**src/rtl/tod_pkg.sv**
```systemverilog
package tod_pkg;
  typedef enum logic {
    SRC_SOFT = 1'b0,
    SRC_PPS  = 1'b1
  } snap_src_e;
endpackage

```
**src/rtl/tod_pps_edge.sv**
```systemverilog
module tod_pps_edge #(
  parameter int STAGES = 2
) (
  input  logic clk,
  input  logic rst_n,
  input  logic pps_in,
  output logic pps_rise
);
  localparam int DEPTH = STAGES + 1;
  logic [DEPTH-1:0] hist_q;

  for (genvar g = 0; g < DEPTH; g++) begin : g_stage
    if (g == 0) begin : g_first
      always_ff @(posedge clk) begin
        if (!rst_n) hist_q[g] <= 1'b0;
        else        hist_q[g] <= pps_in;
      end
    end else begin : g_next
      always_ff @(posedge clk) begin
        if (!rst_n) hist_q[g] <= 1'b0;
        else        hist_q[g] <= hist_q[g-1];
      end
    end
  end

  assign pps_rise = hist_q[STAGES-1] & ~hist_q[STAGES];
endmodule

```
**src/rtl/tod_low_counter.sv**
```systemverilog
module tod_low_counter #(
  parameter int W = 16
) (
  input  logic         clk,
  input  logic         rst_n,
  input  logic         cnt_en,
  output logic [W-1:0] count,
  output logic         wrap
);
  localparam logic [W-1:0] TOP = {W{1'b1}};
  logic [W-1:0] count_q;

  assign wrap = cnt_en && (count_q == TOP);

  always_ff @(posedge clk) begin
    if (!rst_n)      count_q <= '0;
    else if (cnt_en) count_q <= count_q + 1'b1;
  end

  assign count = count_q;
endmodule

```
**src/rtl/tod_tick_latch.sv**
```systemverilog
module tod_tick_latch (
  input  logic clk,
  input  logic rst_n,
  input  logic wrap,
  input  logic ack,
  output logic irq
);
  logic irq_q;

  always_ff @(posedge clk) begin
    if (!rst_n)    irq_q <= 1'b0;
    else if (wrap) irq_q <= 1'b1;
    else if (ack)  irq_q <= 1'b0;
  end

  assign irq = irq_q;
endmodule

```
**src/rtl/tod_snapshot.sv**
```systemverilog
module tod_snapshot
  import tod_pkg::*;
#(
  parameter int W = 16
) (
  input  logic         clk,
  input  logic         rst_n,
  input  logic [W-1:0] count,
  input  logic         pps_rise,
  input  logic         rd_strobe,
  input  logic         ready,
  output logic [W-1:0] data,
  output logic         valid,
  output logic         is_pps,
  output logic         dropped
);
  logic [W-1:0] data_q;
  logic         valid_q;
  snap_src_e    src_q;
  logic         dropped_q;
  logic         pps_held, take_soft, refuse, pop;

  assign pps_held  = valid_q && (src_q == SRC_PPS);
  assign take_soft = rd_strobe && !pps_rise && !pps_held;
  assign refuse    = rd_strobe && (pps_rise || pps_held);
  assign pop       = valid_q && ready;

  always_ff @(posedge clk) begin
    if (!rst_n) begin
      data_q  <= '0;
      valid_q <= 1'b0;
      src_q   <= SRC_SOFT;
    end else if (pps_rise) begin
      data_q  <= count;
      valid_q <= 1'b1;
      src_q   <= SRC_PPS;
    end else if (take_soft) begin
      data_q  <= count;
      valid_q <= 1'b1;
      src_q   <= SRC_SOFT;
    end else if (pop) begin
      valid_q <= 1'b0;
    end
  end

  always_ff @(posedge clk) begin
    if (!rst_n)      dropped_q <= 1'b0;
    else if (refuse) dropped_q <= 1'b1;
    else if (pop)    dropped_q <= 1'b0;
  end

  assign data    = data_q;
  assign valid   = valid_q;
  assign is_pps  = (src_q == SRC_PPS);
  assign dropped = dropped_q;
endmodule

```
**src/rtl/tod_capture_counter.sv**
```systemverilog
module tod_capture_counter #(
  parameter int CNT_W       = 16,
  parameter int SYNC_STAGES = 2
) (
  input  logic             clk,
  input  logic             rst_n,
  input  logic             cnt_en,
  input  logic             rd_strobe,
  input  logic             pps_in,
  input  logic             tick_ack,
  input  logic             snap_ready,
  output logic [CNT_W-1:0] snap_data,
  output logic             snap_valid,
  output logic             snap_is_pps,
  output logic             rd_dropped,
  output logic             tick_irq
);
  logic [CNT_W-1:0] count_q;
  logic             wrap_pulse;
  logic             pps_rise;

  tod_pps_edge #(.STAGES(SYNC_STAGES)) u_edge (
    .clk(clk), .rst_n(rst_n), .pps_in(pps_in), .pps_rise(pps_rise)
  );

  tod_low_counter #(.W(CNT_W)) u_cnt (
    .clk(clk), .rst_n(rst_n), .cnt_en(cnt_en), .count(count_q), .wrap(wrap_pulse)
  );

  tod_tick_latch u_tick (
    .clk(clk), .rst_n(rst_n), .wrap(wrap_pulse), .ack(tick_ack), .irq(tick_irq)
  );

  tod_snapshot #(.W(CNT_W)) u_snap (
    .clk(clk), .rst_n(rst_n), .count(count_q), .pps_rise(pps_rise),
    .rd_strobe(rd_strobe), .ready(snap_ready), .data(snap_data),
    .valid(snap_valid), .is_pps(snap_is_pps), .dropped(rd_dropped)
  );
endmodule

```
**config.mk**
```make
export PLATFORM = sky130hd
export DESIGN_NAME = tod_capture_counter
export DESIGN_NICKNAME = d
export VERILOG_FILES = /design/src/rtl/tod_pkg.sv /design/src/rtl/tod_pps_edge.sv /design/src/rtl/tod_low_counter.sv /design/src/rtl/tod_tick_latch.sv /design/src/rtl/tod_snapshot.sv /design/src/rtl/tod_capture_counter.sv
export SDC_FILE = /design/constraint.sdc
export NUM_CORES = 1
export LEC_CHECK = 0
export ABC_AREA = 1
export BUFFER_PORTS_ARGS = -buffer_cell sky130_fd_sc_hd__buf_2
export CORE_ASPECT_RATIO = 0.5
export CORE_MARGIN = 8
export CORE_UTILIZATION = 30
export CTS_CLUSTER_DIAMETER = 50
export DETAILED_ROUTE_END_ITERATION = 16
export GPL_TIMING_DRIVEN = 1
export PLACE_DENSITY = 0.59
export SETUP_SLACK_MARGIN = 0.4
export SYNTH_ARGS = -nofsm -noshare
export SYNTH_HDL_FRONTEND = slang
export SYNTH_SLANG_ARGS = --single-unit
```
**constraint.sdc**
```tcl
create_clock -name clk -period 1.97 [get_ports clk]
set_clock_uncertainty 0.2 [all_clocks]
set_input_delay 0.197 -clock clk [delete_from_list [all_inputs] [get_ports clk]]
set_output_delay 0.197 -clock clk [all_outputs]
set_load 0.02 [all_outputs]
```
==> results.cfg, run 1 <==
[clock_tree]
clockRootBuffer = clkbuf_8
clk_latency_ns = 0.28
numCtsBuffers = 5
clk_pin_slew_ns = 0.08
cts_num_sinks = 39
cts_htree_levels = 2
clock_path_buffers = 2
cts_tree = done

[pwr]
switching_share = 0.218
power_leakage_nw = 0.843
ir_worst_vdd_mv = 0.324
p_seq_frac = 0.476
comb_power_share = 0.084
p_int_mw = 1.37
p_clk_frac = 0.440
p_switching_uw = 382
pwr_density_cell_nw_per_um2 = 887

[synth]
synth-seq-area-share = 0.482
yosys-top-cells-area = dfxtp_1 48%, nand2_1 9.5%, nor2_1 8.6%
synth_top_area_cell = dfxtp_1
netlist_instances = 219
syn_nets = 227
yosysTopAreaCellShare = 0.482
yosys_warnings = 0
synth_cell_type_count = 24
syn-cell-area_um2 = 1620
avgSynthCellArea_um2 = 7.40
ys_seq_elements = 39

[sta]
setup_viol = 0
worstMarginPinSlew_ns = 0.304
finalCriticalPeriod_ns = 1.49
grt_setup_unrepaired = true
hold_ws_ns = 0.00658
fmax_ghz = 0.672
drv_slew = 0
maxSlewHeadroom = 0.798
worst_slack_ns = 0.481
setup_tns_ns = 0
fin_crit_sh = 0.756
hold_violations = 0

[route]
drc = 0
drt_iter0_drc = 73
first_pass_iters = 4
wirelength_um = 3740
antenna_left = 0
vias = 1418
via_per_inst = 4.39
avgRoutedWirePerCell_um = 11.6

[placement]
post-place-ws_ns = 0.441
port_buffers = 26
place.gp.congestion = 0.858
dp.cells = 313
dp_hpwl_um = 2780

[critical_path]
cp-end-kind = register
cpMostUsedCell = nor2_1
arrival_ns = 1.50
cp_max_fo = 6
worstPathCellList = ha_1, nand3_1, nor2_2, nand3_2, nor2_1, nor2_1, nor2_1
worstSetupPathType = reg2reg
critical_path.slowest_cell = dfxtp_2
slowest_delay_ns = 0.38
r2r_start = u_cnt.count[0]$_SDFFE_PN0P_
worstRegToRegCells = 7
start_kind = register
timing.rr.end = u_tick.irq$_SDFFE_PN0P_
required_ns = 1.98
critPathCapture = u_tick.irq$_SDFFE_PN0P_
crit_start = u_cnt.count[0]$_SDFFE_PN0P_
r2r_slack_ns = 0.48

[finish]
final_nets = 257
drive_above_1_share = 0.196
finalNonFillerCells = 323
diodes = 0
utilization = 0.370
syn_to_final_growth_pct = 22.2

[grt]
grt_use_total = 0.0945
grt_max_degree = 28
antenna_found_initial = 0
grt_pass1_wl_um = 6240
grt_pass1_vias = 1353
overflow = 0

[die]
die_x_um = 120
die_h_um = 68.0
rows = 19
fp.dieArea_um2 = 8150
ios = 27
core_area_um2 = 5350
initial_core_util = 0.303

[status]
status = finished, final reports clean

[hold_path]
min_path_type = in2reg

[flow_run]
max-cap-violations = 0
==> timing repair <==
item,4_1_cts,5_1_grt
hold endpoints to repair,2,0
buffers inserted,0,0
hold buffers,3,0
endpoints found under the setup margin,0,9
resized for setup,0,7
==> synth_stat cells <==
| master | count |
|---|---|
| clkbuf_8 | 1 |
| nand2_2 | 1 |
| nand4_2 | 1 |
| nand3_2 | 1 |
| buf_4 | 1 |
| buf_2 | 1 |
| buf_1 | 1 |
| nand2_4 | 1 |
| o21a_1 | 1 |
| a21oi_1 | 23 |
| nand3_1 | 9 |
| nor3_1 | 2 |
| nand2_1 | 41 |
| clkbuf_1 | 1 |
| ha_1 | 1 |
| inv_1 | 25 |
| dfxtp_1 | 39 |
| nor2_4 | 2 |
| a211oi_1 | 1 |
| nor2_2 | 4 |
| nor2_1 | 37 |
| buf_6 | 1 |
| o21ai_0 | 22 |
| nand4_1 | 2 |
==> layout by cell type, fill, tap and decap left out <==
cell,n
nand2_1,40
nor2_1,37
dfxtp_1,36
buf_2,26
inv_1,24
a21oi_1,23
o21ai_0,22
nand3_1,9
clkbuf_8,5
nor2_2,4
dfxtp_2,3
nand4_1,2
nor2_4,2
nor3_1,2
bufinv_16,2
dlygate4sd3_1,2
nand2_4,1
nand2_8,1
clkinvlp_4,1
nand2_2,1
nand4_2,1
nand3_2,1
a211oi_1,1
o21a_1,1
ha_1,1
clkbuf_1,1
buf_4,1
==> how the worst min path moves through the flow <==
stage               startpoint                           to  slack (ns)  cells past startpoint
floorplan               pps_in  u_edge.hist_q[0]$_SDFF_PN0_        0.09                      2
global placement        pps_in  u_edge.hist_q[0]$_SDFF_PN0_        0.18                      3
detailed placement      pps_in  u_edge.hist_q[0]$_SDFF_PN0_        0.19                      3
CTS                   tick_ack      u_tick.irq$_SDFFE_PN0P_      0.0008                      4
global route          tick_ack      u_tick.irq$_SDFFE_PN0P_       0.005                      4
finish              snap_ready  u_snap.dropped$_SDFFE_PN0P_       0.007                      4
==> stage by stage <==
step                area, um^2  power (mW)
floorplan                 1620       0.950
global placement          1800       0.990
detailed placement        1800       0.996
CTS                       1970        1.79
global route              1980        1.85
finish                    1980        1.76
==> final cells by class <==
class	instances	area [um^2]
flip-flops and latches	39	785
clock buffers	6	72.6
inverters	25	97.6
well taps	73	91.3
clock inverters	2	60.1
fillers	583	3370
multi-input cells	149	717
repair buffers	29	158
==> flip-flops by register name, indices dropped and copies added, names as in the netlist <==
| register | cells |
|---|---|
| u_cnt.count | 16 |
| u_snap.is_pps | 1 |
| u_edge.hist_q | 3 |
| u_tick.irq | 1 |
| u_snap.dropped | 1 |
| u_snap.valid | 1 |
| u_snap.data | 16 |
==> power groups by stage <==
stage | clock, mW | sequential, mW | combinational [mW]
global placement | 0 | 0.851 | 0.139
detailed placement | 0 | 0.853 | 0.142
floorplan | 0 | 0.881 | 0.0691
finish | 0.773 | 0.837 | 0.147
global route | 0.840 | 0.842 | 0.168
CTS | 0.803 | 0.835 | 0.147
==> layer usage <==
| metal | up-vias | part of all wire | track usage |
|---|---|---|---|
| met5 | - | 0 | 0 |
| met4 | 0 | 0.0064 | 0.0231 |
| met3 | 2 | 0.067 | 0.0354 |
| met2 | 28 | 0.42 | 0.149 |
| met1 | 629 | 0.51 | 0.121 |
| li1 | 759 | - | - |
==> cells by family (layout without fill, tap and decap cells) <==
| kind of cell | after synthesis | in the layout | share of synthesized area |
|---|---|---|---|
| AO/OA/AOI/OAI | 47 | 47 | 0.148 |
| adder cells (fa/ha/maj) | 1 | 1 | 0.00772 |
| AND/OR/NAND/NOR | 101 | 101 | 0.276 |
| buffers and inverters | 31 | 62 | 0.0857 |
| flip-flops | 39 | 39 | 0.482 |
==> critical path, delay by kind of cell, from the launching register on <==
family / cells / cell delay [ns]
adder cells (fa/ha/maj): 1 / 0.20
AND/OR/NAND/NOR: 6 / 0.65
flip-flops: 1 / 0.38
No activity file was read; power rests on OpenSTA's default activity.
==> inputs of run 2 (changes only) <==
- PLACE_DENSITY: 0.59 -> 0.61
- clock period: 1.97 -> 1.2 ns (I/O delays scaled with it)
==> results.cfg, run 2 (same netlist as run 1, synthesis figures left out) <==
[sta]
worst_slack_ns = -0.173
setup_tns_ns = -2.13
setup_viol = 31
maxSlewHeadroom = 0.783
hold_ws_ns = -0.183
fmax_ghz = 0.729
worstMarginPinSlew_ns = 0.325
grt_setup_unrepaired = true
hold_violations = 3
finalCriticalPeriod_ns = 1.37
fin_crit_sh = 1.14
drv_slew = 0

[status]
failed_checks = hold timing, setup timing
status = finished with violations

[finish]
multiInputGateArea_um2 = 883
final_cell_mix = 32 x nand2_1, 31 x nor2_1, 29 x buf_6
seqCellArea_um2 = 827
fill_cells = 510
final_nets = 287
drive_above_1_share = 0.507
diodes = 0
syn_to_final_growth_pct = 57.9
layout_commonest_cell = nand2_1

[grt]
grt_pass1_wl_um = 6770
grt_use_total = 0.104
grt_max_degree = 33
overflow = 0
antenna_found_initial = 0
grt_pass1_vias = 1519

[route]
avgRoutedWirePerCell_um = 11.8
drc = 0
wirelength_um = 4160
antenna_left = 0
drt_iter0_drc = 71
first_pass_iters = 4
vias = 1597
via_per_inst = 4.52

[critical_path]
slowest_delay_ns = 0.38
crit_start = u_cnt.count[0]$_SDFFE_PN0P_
cp_top_family = simple AND/OR/NAND/NOR gates
critical_path.slowest_cell = dfxtp_4
worstSetupPathType = reg2reg
worstPathCellList = ha_4, nand4_1, nor2_4, nand3_2, nand2_1, nor2_1
arrival_ns = 1.36
cp_max_fo = 6
r2r_start = u_cnt.count[0]$_SDFFE_PN0P_
required_ns = 1.19
cp-end-kind = register
critPathBufInv = 0
start_kind = register

[placement]
place.gp.congestion = 0.808
dp_hpwl_um = 2820
port_buffers = 26

[clock_tree]
clk_pin_slew_ns = 0.08
clk_latency_ns = 0.29
cts_tree = done
numCtsBuffers = 5
clockRootBuffer = clkbuf_8
clock_path_buffers = 2
cts_num_sinks = 39
cts_htree_levels = 2

[pwr]
p_total_mw = 2.67
power_leakage_nw = 1.07
comb_power_share = 0.158
ir_worst_vdd_mv = 0.532
p_int_mw = 1.97
p_seq_frac = 0.521
p_switching_uw = 697
switching_share = 0.261
pwr_density_cell_nw_per_um2 = 1040
p_clk_frac = 0.320

[die]
die_x_um = 120
rows = 19
fp.dieArea_um2 = 8150
core_area_um2 = 5350
ios = 27
initial_core_util = 0.303
die_h_um = 68.0

[hold_path]
hold_path_startpoint = pps_in
min_path_type = in2reg

[flow_run]
max-cap-violations = 0
==> run 2: routing by layer <==
metal  wire length [um]  share of wire  up-vias  GRT usage
met5                  0              0        -          0
met4                 63          0.015        0     0.0462
met3                151          0.036        7     0.0321
met2               1850           0.45       20      0.167
met1               2090           0.50      747      0.128
li1                   -              -      823          -
==> run 2: per-stage QoR <==
step,cells,worst slack (ns),util,cell area (um^2)
5_1_grt,353,-0.255,0.478,2560
3_3_place_gp,335,-0.0982,0.391,2090
4_1_cts,348,-0.136,0.452,2420
2_1_floorplan,219,-0.0541,-,1710
3_5_place_dp,335,-0.126,0.391,2090
6_report,353,-0.173,0.478,2560
==> run 2: layout make-up <==
| type | instances | share of cell area |
|---|---|---|
| clock inverter | 1 | 0.00196 |
| clock buffer | 7 | 0.0298 |
| sequential | 39 | 0.323 |
| multi-input combinational | 149 | 0.345 |
| tap | 73 | 0.0357 |
| inverter | 25 | 0.0396 |
| timing repair buffer | 59 | 0.224 |
==> run 2: repair_timing <==
item / 4_1_cts / 5_1_grt
hold endpoints to repair: 5 / 3
gates resized for setup: 77 / 29
endpoints found under the setup margin: 56 / 56
pin swaps: 6 / 9
setup buffers: 5 / 5
==> run 2: power groups by stage <==
stage	sequential, mW	clock [mW]	combinational (mW)
5_1_grt	1.40	0.944	0.458
4_1_cts	1.39	0.878	0.381
3_5_place_dp	1.40	0	0.304
6_report	1.39	0.854	0.422
3_3_place_gp	1.40	0	0.301
2_1_floorplan	1.45	0	0.135
==> run 2: path summary, 6_finish.rpt <==
path                                   to  slack (ns)  cells after the start
min reg2reg   u_edge.hist_q[1]$_SDFF_PN0_        0.22                      2
max reg2reg  u_cnt.count[12]$_SDFFE_PN0P_       -0.17                      6
min           u_edge.hist_q[0]$_SDFF_PN0_       -0.18                      3
max          u_cnt.count[12]$_SDFFE_PN0P_       -0.17                      6
==> run 2: worst register-to-register path: stages (launching register included) <==
cell,delay [ns]
dfxtp_4,0.38
ha_4,0.15
nand4_1,0.15
nor2_4,0.22
nand3_2,0.07
nand2_1,0.06
nor2_1,0.04
